### src/rtl/pci_mon_pkg.sv
`timescale 1ns/1ps
package pci_mon_pkg;
  typedef enum logic [1:0] {
    ST_IDLE  = 2'd0,
    ST_DATA  = 2'd1,
    ST_DRAIN = 2'd2
  } mon_state_e;
endpackage

### src/rtl/pci_mon_rst_sync.sv
`timescale 1ns/1ps
module pci_mon_rst_sync #(
  parameter int STAGES = 2
) (
  input  logic clk,
  input  logic rst_n,
  output logic rst_n_sync
);
  logic [STAGES-1:0] chain;

  always_ff @(posedge clk or negedge rst_n) begin
    if (!rst_n) chain <= '0;
    else        chain <= {chain[STAGES-2:0], 1'b1};
  end

  assign rst_n_sync = chain[STAGES-1];
endmodule

### src/rtl/pci_mon_fsm.sv
`timescale 1ns/1ps
module pci_mon_fsm
  import pci_mon_pkg::*;
(
  input  logic clk,
  input  logic rst_n,
  input  logic frame,
  input  logic irdy,
  input  logic trdy,
  input  logic stop,
  output logic addr_phase,
  output logic data_done,
  output logic fin_end,
  output logic abort_end,
  output logic stop_flag
);
  mon_state_e state, state_nxt;
  logic       stop_seen, stop_seen_nxt, stop_seen_en;
  logic       in_data;

  always_comb begin
    in_data    = (state == ST_DATA);
    addr_phase = (state == ST_IDLE) && frame;
    data_done  = in_data && irdy && trdy;
    fin_end    = in_data && !frame && irdy && (trdy || stop);
    abort_end  = in_data && !frame && !irdy;
    stop_flag  = stop_seen || (in_data && stop);

    stop_seen_en  = addr_phase || (in_data && stop);
    stop_seen_nxt = !addr_phase;

    state_nxt = state;
    unique case (state)
      ST_IDLE:  if (frame) state_nxt = ST_DATA;
      ST_DATA: begin
        if (fin_end)        state_nxt = ST_DRAIN;
        else if (abort_end) state_nxt = ST_IDLE;
      end
      ST_DRAIN: if (!frame && !irdy) state_nxt = ST_IDLE;
      default:  state_nxt = ST_IDLE;
    endcase
  end

  always_ff @(posedge clk or negedge rst_n) begin
    if (!rst_n) begin
      state     <= ST_IDLE;
      stop_seen <= 1'b0;
    end else begin
      state <= state_nxt;
      if (stop_seen_en) stop_seen <= stop_seen_nxt;
    end
  end
endmodule

### src/rtl/pci_mon_capture.sv
`timescale 1ns/1ps
module pci_mon_capture #(
  parameter int AD_W = 32,
  parameter int BE_W = AD_W / 8
) (
  input  logic            clk,
  input  logic            rst_n,
  input  logic            addr_phase,
  input  logic            data_done,
  input  logic            fin_end,
  input  logic            abort_end,
  input  logic            stop_flag,
  input  logic            frame,
  input  logic [BE_W-1:0] cbe_n,
  input  logic [AD_W-1:0] ad,
  output logic            cmd_vld,
  output logic [BE_W-1:0] cmd,
  output logic [AD_W-1:0] addr,
  output logic            xfer_vld,
  output logic [AD_W-1:0] xfer_data,
  output logic [BE_W-1:0] xfer_be,
  output logic            xfer_last,
  output logic            txn_end,
  output logic            txn_stop
);
  logic end_evt;
  assign end_evt = fin_end || abort_end;

  always_ff @(posedge clk or negedge rst_n) begin
    if (!rst_n) begin
      cmd_vld  <= 1'b0;
      xfer_vld <= 1'b0;
      txn_end  <= 1'b0;
      txn_stop <= 1'b0;
    end else begin
      cmd_vld  <= addr_phase;
      xfer_vld <= data_done;
      txn_end  <= end_evt;
      txn_stop <= end_evt && stop_flag;
    end
  end

  always_ff @(posedge clk or negedge rst_n) begin
    if (!rst_n) begin
      cmd  <= '0;
      addr <= '0;
    end else if (addr_phase) begin
      cmd  <= cbe_n;
      addr <= ad;
    end
  end

  always_ff @(posedge clk or negedge rst_n) begin
    if (!rst_n) begin
      xfer_data <= '0;
      xfer_be   <= '0;
      xfer_last <= 1'b0;
    end else if (data_done) begin
      xfer_data <= ad;
      xfer_be   <= ~cbe_n;
      xfer_last <= !frame;
    end
  end
endmodule

### src/rtl/pci_phase_monitor.sv
`timescale 1ns/1ps
module pci_phase_monitor #(
  parameter int AD_W        = 32,
  parameter int SYNC_STAGES = 2,
  localparam int BE_W       = AD_W / 8
) (
  input  logic            clk,
  input  logic            rst_n,
  input  logic            frame_n,
  input  logic            irdy_n,
  input  logic            trdy_n,
  input  logic            stop_n,
  input  logic [BE_W-1:0] cbe_n,
  input  logic [AD_W-1:0] ad,
  output logic            cmd_vld,
  output logic [BE_W-1:0] cmd,
  output logic [AD_W-1:0] addr,
  output logic            xfer_vld,
  output logic [AD_W-1:0] xfer_data,
  output logic [BE_W-1:0] xfer_be,
  output logic            xfer_last,
  output logic            txn_end,
  output logic            txn_stop
);
  logic core_rst_n;
  logic frame, irdy, trdy, stop;
  logic addr_phase, data_done, fin_end, abort_end, stop_flag;

  assign frame = !frame_n;
  assign irdy  = !irdy_n;
  assign trdy  = !trdy_n;
  assign stop  = !stop_n;

  pci_mon_rst_sync #(.STAGES(SYNC_STAGES)) i_rst_sync (
    .clk       (clk),
    .rst_n     (rst_n),
    .rst_n_sync(core_rst_n)
  );

  pci_mon_fsm i_fsm (
    .clk       (clk),
    .rst_n     (core_rst_n),
    .frame     (frame),
    .irdy      (irdy),
    .trdy      (trdy),
    .stop      (stop),
    .addr_phase(addr_phase),
    .data_done (data_done),
    .fin_end   (fin_end),
    .abort_end (abort_end),
    .stop_flag (stop_flag)
  );

  pci_mon_capture #(.AD_W(AD_W), .BE_W(BE_W)) i_capture (
    .clk       (clk),
    .rst_n     (core_rst_n),
    .addr_phase(addr_phase),
    .data_done (data_done),
    .fin_end   (fin_end),
    .abort_end (abort_end),
    .stop_flag (stop_flag),
    .frame     (frame),
    .cbe_n     (cbe_n),
    .ad        (ad),
    .cmd_vld   (cmd_vld),
    .cmd       (cmd),
    .addr      (addr),
    .xfer_vld  (xfer_vld),
    .xfer_data (xfer_data),
    .xfer_be   (xfer_be),
    .xfer_last (xfer_last),
    .txn_end   (txn_end),
    .txn_stop  (txn_stop)
  );
endmodule

### config.mk
export PLATFORM = sky130hd
export DESIGN_NAME = pci_phase_monitor
export DESIGN_NICKNAME = d
export VERILOG_FILES = /design/src/rtl/pci_mon_pkg.sv /design/src/rtl/pci_mon_rst_sync.sv /design/src/rtl/pci_mon_fsm.sv /design/src/rtl/pci_mon_capture.sv /design/src/rtl/pci_phase_monitor.sv
export SDC_FILE = /design/constraint.sdc
export NUM_CORES = 1
export LEC_CHECK = 0
export ABC_AREA = 1
export BUFFER_PORTS_ARGS = -buffer_cell sky130_fd_sc_hd__buf_2
export CORE_ASPECT_RATIO = 1.5
export CORE_MARGIN = 3
export CORE_UTILIZATION = 50
export CTS_BUF_LIST = sky130_fd_sc_hd__clkbuf_4
export CTS_CLUSTER_DIAMETER = 40
export CTS_CLUSTER_SIZE = 10
export DETAILED_ROUTE_END_ITERATION = 8
export GPL_ROUTABILITY_DRIVEN = 0
export GPL_TIMING_DRIVEN = 0
export PLACE_DENSITY_LB_ADDON = 0.1
export SYNTH_ARGS = -nofsm -noshare
export SYNTH_HDL_FRONTEND = slang
export SYNTH_HIERARCHICAL = 1
export SYNTH_SLANG_ARGS = --single-unit
### constraint.sdc
create_clock -name clk -period 3.4 [get_ports clk]
set_input_delay 0.34 -clock clk [delete_from_list [all_inputs] [get_ports clk]]
set_output_delay 0.34 -clock clk [all_outputs]
set_load 0.02 [all_outputs]
==> out/results.tsv, run 1 <==
stage	metric	value	unit
logic_synthesis	synthArstFlopShare	100	%
placed_design	placed_cell_area	0.00395	sq mm
finish	ff_latch_area	0.00206	sq mm
worst_setup_path	path_max_fanout	10	
clock_network	path_clk_slew	0.13	ns
logic_synthesis	syn_avg_cell_area	9.00	sq um
clock_network	numCtsBuffers	9	
detailed_routing	detail_route.wl_per_cell	13.0	um
global_routing	via_count_of_the_first_global_routing_pass	2770	
worst_setup_path	crit_required	3.71	ns
pwr	max-vdd-ir-drop	0.000444	V
timing	fin_worst_hold_slack	0.123	ns
timing	finalSetupViolCount	0	
global_routing	grt_remaining_overflow	0	
detailed_routing	drc_violations	0	
logic_synthesis	synth_area_leader_cell	dfrtp_1	
placed_design	place.detailed.hpwl	5350	um
placed_design	post-place-cells	552	
logic_synthesis	synth.cells.most_frequent	216 x nand2_1, 82 x dfrtp_1, 21 x inv_1	
finish	final_cell_count_no_fill	569	
run	cap_violations	0	
logic_synthesis	synth_top_cell_area_share	63.5	%
detailed_routing	initialDrtViolationCount	166	
timing	fin_setup_tns	0	ns
worst_setup_path	crit_path_start_kind	register	
clock_network	ctsResizeCount	0	
timing	max_freq	0.649	GHz
die	core_area	0.00622	sq mm
logic_synthesis	mappedNetlistArea	0.00323	sq mm
timing	grt_setup_unrepaired	false	
finish	fin_nets	532	
global_routing	grt_first_pass_wirelength	12600	um
logic_synthesis	dominantRegCellSynth	dfrtp_1	
detailed_routing	detail_route.first_pass.iterations	4	
detailed_routing	number_of_vias_after_detailed_routing	2665	
finish	filler_cell_count	571	
clock_network	worst_skew_pair.late_latency	0.42	ns
worst_setup_path	critPathArrivalTime	1.85	ns
clock_network	ctsLongestPathBuffers	2	
logic_synthesis	postSynthRegisterBits	82	
timing	timing.final.crit_period	1.54	ns
finish	num_antenna_cells	0	
pwr	power_density	966	mW/mm^2
min_path	timing.hold.worst.class	input pin to register	
timing	max_slew_violation_count	0	
status	run_status	completed	
worst_setup_path	worst-setup-path-type	register to register	
detailed_routing	finalWirelength	7380	um
die	die_area	0.00748	sq mm
timing	clock_skew	0.0123	ns
logic_synthesis	number_of_distinct_library_cells_after_synthesis	13	
global_routing	antenna_violations_before_repair	0	
clock_network	cts_root_buf	clkbuf_4	
die	start_util	52.0	%
die	design.portCount	119	
detailed_routing	vias_per_cell	4.68	
finish	fin_area	0.00409	sq mm
clock_network	clock_sink_count	82	
pwr	power.leakage	2.49	nW
logic_synthesis	post-synth-top-count-cell	nand2_1	
logic_synthesis	synth.area.top_cells	dfrtp_1 64%, nand2_1 25%, buf_6 3.5%	
finish	post_route_cells_drive_above_1_share	32.7	%
die	die_y	104	um
placed_design	place_ws	1.80	ns
logic_synthesis	post_synth_inst_count	359	
global_routing	grt_max_degree	52	
finish	flow.area_growth_from_synthesis	26.5	%
logic_synthesis	yosysSeqAreaShare	63.5	%
timing	timing.final.ws_setup	1.86	ns
logic_synthesis	synth-edff-count	0	
timing	post-route-period-util	45.3	%
die	die_boundary_width	71.6	um
worst_setup_path	setup.worst_path.end_class	register	
timing	final_hold_viol_count	0	
global_routing	globalRouteTotalUtil	21.5	%
placed_design	port_buffers	118	
clock_network	cts_tree	built	
logic_synthesis	yosysWarningCount	6	
die	rows	35	
logic_synthesis	postSynthNetCount	401	
detailed_routing	number_of_routed_nets_with_antenna_violations	0	
clock_network	h-tree-depth	3	
finish	multiInputGateArea	931	sq um
-- metal layers --
metal | global-route usage (%) | vias to the layer above | wire length [um]
met2 | 36.7 | 74 | 3840
li1 | - | 1325 | -
met5 | 0 | - | 0
met1 | 25.4 | 1255 | 2950
met3 | 4.35 | 11 | 436
met4 | 10.1 | 0 | 152
-- flip-flops by register name (all words and copies together) (netlist names) --
name / cells
i_capture/txn_stop: 1
i_capture/cmd: 4
i_capture/txn_end: 1
i_capture/xfer_be: 4
i_fsm/stop_seen: 1
i_rst_sync/chain: 2
i_capture/cmd_vld: 1
i_capture/xfer_data: 32
i_fsm/state: 2
i_capture/xfer_vld: 1
i_capture/addr: 32
i_capture/xfer_last: 1
-- worst max-delay path, cell delays in order, from the launching register on --
cell	delay (ns)
dfrtp_1	0.42
inv_2	0.08
nand2_2	0.07
nor3_1	0.34
inv_2	0.20
buf_4	0.22
nand2_1	0.06
nand2_1	0.06
-- path summary, 6_finish.rpt --
check / from / endpoint / slack, ns / depth (start not counted)
max reg2reg: i_fsm/state[1] / i_capture/xfer_data[23] / 1.86 / 7
min reg2reg: i_rst_sync/chain[1] / i_capture/xfer_data[27] / 0.27 / 0
min: ad[3] / i_capture/xfer_data[3] / 0.12 / 3
max in group asynchronous: i_rst_sync/chain[1] / i_capture/addr[6] / 2.55 / 1
min in group asynchronous: rst_n / i_rst_sync/chain[1] / 0.23 / 2
max: i_fsm/state[1] / i_capture/xfer_data[23] / 1.86 / 7
-- area by class of cell --
class	instances	area share, %
clock inverter	6	1.41
sequential	82	50.3
tap	74	2.27
buffer	14	3.67
inverter	24	2.39
timing repair buffer	120	15.4
clock buffer	10	1.84
multi-input combinational	239	22.8
-- layout by cell type, fill, tap and decap left out --
| cell type | n |
|---|---|
| inv_8 | 1 |
| clkinv_1 | 2 |
| clkinvlp_4 | 2 |
| nand2_1 | 216 |
| buf_2 | 118 |
| buf_6 | 10 |
| nor2_1 | 6 |
| nand2_2 | 11 |
| nor3_1 | 1 |
| conb_1 | 1 |
| buf_16 | 1 |
| inv_2 | 2 |
| clkbuf_4 | 10 |
| clkinv_2 | 1 |
| inv_1 | 21 |
| buf_8 | 1 |
| dfrtp_4 | 1 |
| dlygate4sd3_1 | 1 |
| buf_4 | 3 |
| nand3_1 | 4 |
| bufinv_16 | 1 |
| dfrtp_1 | 81 |
-- power breakdown --
part           internal (mW)  switching [mW]  total (mW)
clock network          0.227           0.321       0.547
logic                  0.598            1.15        1.75
registers               1.41           0.244        1.65
-- cells by family (layout without fill, tap and decap cells) --
group | Yosys count | count (layout) | synth area share, %
simple gates | 238 | 238 | 28.7
flops | 82 | 82 | 63.5
other cells | 1 | 1 | 0.116
buf+inv | 38 | 174 | 7.67
-- per-stage QoR --
step           util (%)  total power, mW
2_1_floorplan         -             2.79
6_report           65.7             3.95
4_1_cts            65.7             4.00
3_3_place_gp       62.9             3.39
3_5_place_dp       63.4             3.45
5_1_grt            65.7             4.25
-- timing repair --
| action | 4_1_cts | 5_1_grt |
|---|---|---|
| setup buffers | 0 | 0 |
| hold buffers | 1 | 0 |
| endpoints found under the hold margin | 2 | 0 |
Power figures use the tool's default switching activity.
==> inputs of run 2 (changes only) <==
==> constraint.sdc (replaced) <==
create_clock -name clk -period 1.55 [get_ports clk]
set_input_delay 0.155 -clock clk [delete_from_list [all_inputs] [get_ports clk]]
set_output_delay 0.155 -clock clk [all_outputs]
set_load 0.02 [all_outputs]
==> out/results.tsv, run 2 (synthesized netlist as in run 1, its figures left out) <==
stage	metric	value	unit
die	rows	35	
finish	largestRegisters	i_capture/addr (32), i_capture/xfer_data (32)	
clock_network	path_clk_slew	0.13	ns
pwr	power_frac_seq	40.5	%
worst_setup_path	worst_path_max_delay_cell	dfrtp_1	
detailed_routing	vias_per_cell	4.55	
detailed_routing	detail_route.wl_per_cell	12.4	um
die	die_y	104	um
global_routing	via_count_of_the_first_global_routing_pass	2795	
die	core_area	0.00622	sq mm
finish	num_antenna_cells	0	
detailed_routing	number_of_vias_after_detailed_routing	2753	
placed_design	placed_cell_area	0.00395	sq mm
pwr	max-vdd-ir-drop	0.00105	V
die	die_boundary_width	71.6	um
placed_design	post-place-cells	552	
global_routing	grt_max_degree	49	
worst_setup_path	crit_required	1.84	ns
worst_setup_path	timing.critical_path.cells	inv_2 -> nand2_2 -> nor3_2 -> inv_2 -> buf_4 -> nand2_1 -> nand2_1	
finish	layout_commonest_cell	nand2_1	
detailed_routing	initialDrtViolationCount	146	
finish	final_cell_count_no_fill	605	
worst_setup_path	path_max_fanout	10	
finish	post_route_cells_drive_above_1_share	31.1	%
finish	mostFrequentLayoutCells	216 x nand2_1, 118 x buf_2, 81 x dfrtp_1, 37 x dlygate4sd3_1, 21 x inv_1	
detailed_routing	finalWirelength	7520	um
pwr	netSwitchingFraction	42.3	%
global_routing	grt_first_pass_wirelength	12900	um
detailed_routing	drc_violations	0	
global_routing	antenna_violations_before_repair	0	
die	design.portCount	119	
finish	fin_nets	568	
clock_network	cts_root_buf	clkbuf_4	
detailed_routing	number_of_routed_nets_with_antenna_violations	0	
die	start_util	52.0	%
status	run_status	completed	
placed_design	port_buffers	118	
worst_setup_path	timing.rr.start	i_fsm/state[1]	
worst_setup_path	worst-setup-path-type	register to register	
timing	clock_skew	0.0172	ns
pwr	power_density	1990	mW/mm^2
global_routing	globalRouteTotalUtil	21.7	%
timing	post-route-period-util	92.4	%
finish	flow.area_growth_from_synthesis	38.8	%
worst_setup_path	critPathMaxStageDelay	0.41	ns
placed_design	place.detailed.hpwl	5260	um
die	die_area	0.00748	sq mm
clock_network	worst_skew_pair.late_latency	0.41	ns
clock_network	post-cts-setup-buffer-count	0	
clock_network	numCtsBuffers	9	
worst_setup_path	crit_path_start_kind	register	
clock_network	ctsLongestPathBuffers	2	
pwr	net_sw_power	3.78	mW
timing	finalSetupViolCount	0	
finish	multiInputGateArea	936	sq um
pwr	internal_power	5.15	mW
min_path	timing.hold.worst.class	input pin to asynchronous set/reset pin	
detailed_routing	detail_route.first_pass.iterations	4	
finish	filler_cell_count	520	
timing	final_hold_viol_count	0	
pwr	comb_power_share	44.1	%
finish	ff_latch_area	0.00206	sq mm
worst_setup_path	critPathLaunch	i_fsm/state[1]	
clock_network	cts_tree	built	
pwr	power.leakage	2.65	nW
timing	fin_worst_hold_slack	0.0323	ns
clock_network	clock_sink_count	82	
pwr	p_clk_share	15.4	%
timing	max_slew_violation_count	0	
timing	grt_setup_unrepaired	false	
global_routing	grt_remaining_overflow	0	
clock_network	h-tree-depth	3	
timing	timing.final.crit_period	1.43	ns
worst_setup_path	critPathArrivalTime	1.73	ns
timing	max_freq	0.698	GHz
run	cap_violations	0	
finish	fin_area	0.00448	sq mm
worst_setup_path	setup.worst_path.end_class	register	
## run 2: changes by cell type in the layout (fill, tap and decap cells not counted)
cell,before,now
dlygate4sd3_1,1,37
clkinv_1,2,0
bufinv_16,1,2
clkbuf_4,10,11
nor3_1,1,0
nor3_2,0,1
## run 2: metal layers
layer	share of wire [%]	routed length (um)	up-vias	track usage (%)
met5	0	0	-	0
met4	1.4	108	0	8.06
met3	5.6	420	9	3.97
met2	54	4060	73	38.7
met1	39	2930	1277	25.4
li1	-	-	1394	-
## run 2: what timing repair did
action,CTS,global route
hold endpoints to repair,74,0
setup endpoints to repair,30,0
hold buffers,37,0
gates resized for setup,1,0
## run 2: worst paths after layout
check	endpoint	slack, ns	cells past startpoint
min in group clk	i_capture/xfer_vld	0.03	4
max reg2reg	i_capture/xfer_be[1]	0.12	7
min	i_rst_sync/chain[1]	0.03	2
max in group asynchronous	i_capture/addr[22]	0.67	1
max	i_capture/xfer_be[1]	0.12	7
min reg2reg	i_capture/addr[28]	0.29	0
## run 2: worst max-delay path, delay by kind of cell, from the launching register on
family | cells | cell delay, ns
buf+inv | 3 | 0.47
simple gates | 4 | 0.45
flops | 1 | 0.41
## run 2: final cells by class
type	count	area share, %
Buffer	14	3.35
Clock buffer	11	1.84
Clock inverter	5	1.79
Inverter	24	2.18
Multi-Input combinational cell	239	20.9
Sequential cell	82	45.9
Tap cell	74	2.07
Timing Repair Buffer	156	22.0
## run 2: power by group through the flow
stage / sequential, mW / clock [mW] / combinational, mW
floorplan: 4.81 / 0 / 1.31
global placement: 3.64 / 0 / 3.80
detailed placement: 3.65 / 0 / 3.92
CTS: 3.61 / 1.42 / 3.99
global route: 3.74 / 1.50 / 4.34
finish: 3.62 / 1.38 / 3.93
## run 2: per-stage QoR
step | TNS, ns | total power, mW | worst slack, ns | util [%]
floorplan | 0 | 6.12 | 0.162 | -
global placement | -24.57 | 7.44 | -0.311 | 63.0
detailed placement | -0.952 | 7.57 | -0.0454 | 63.4
CTS | 0 | 9.03 | 0.122 | 72.1
global route | 0 | 9.58 | 0.000725 | 72.1
finish | 0 | 8.93 | 0.118 | 72.1
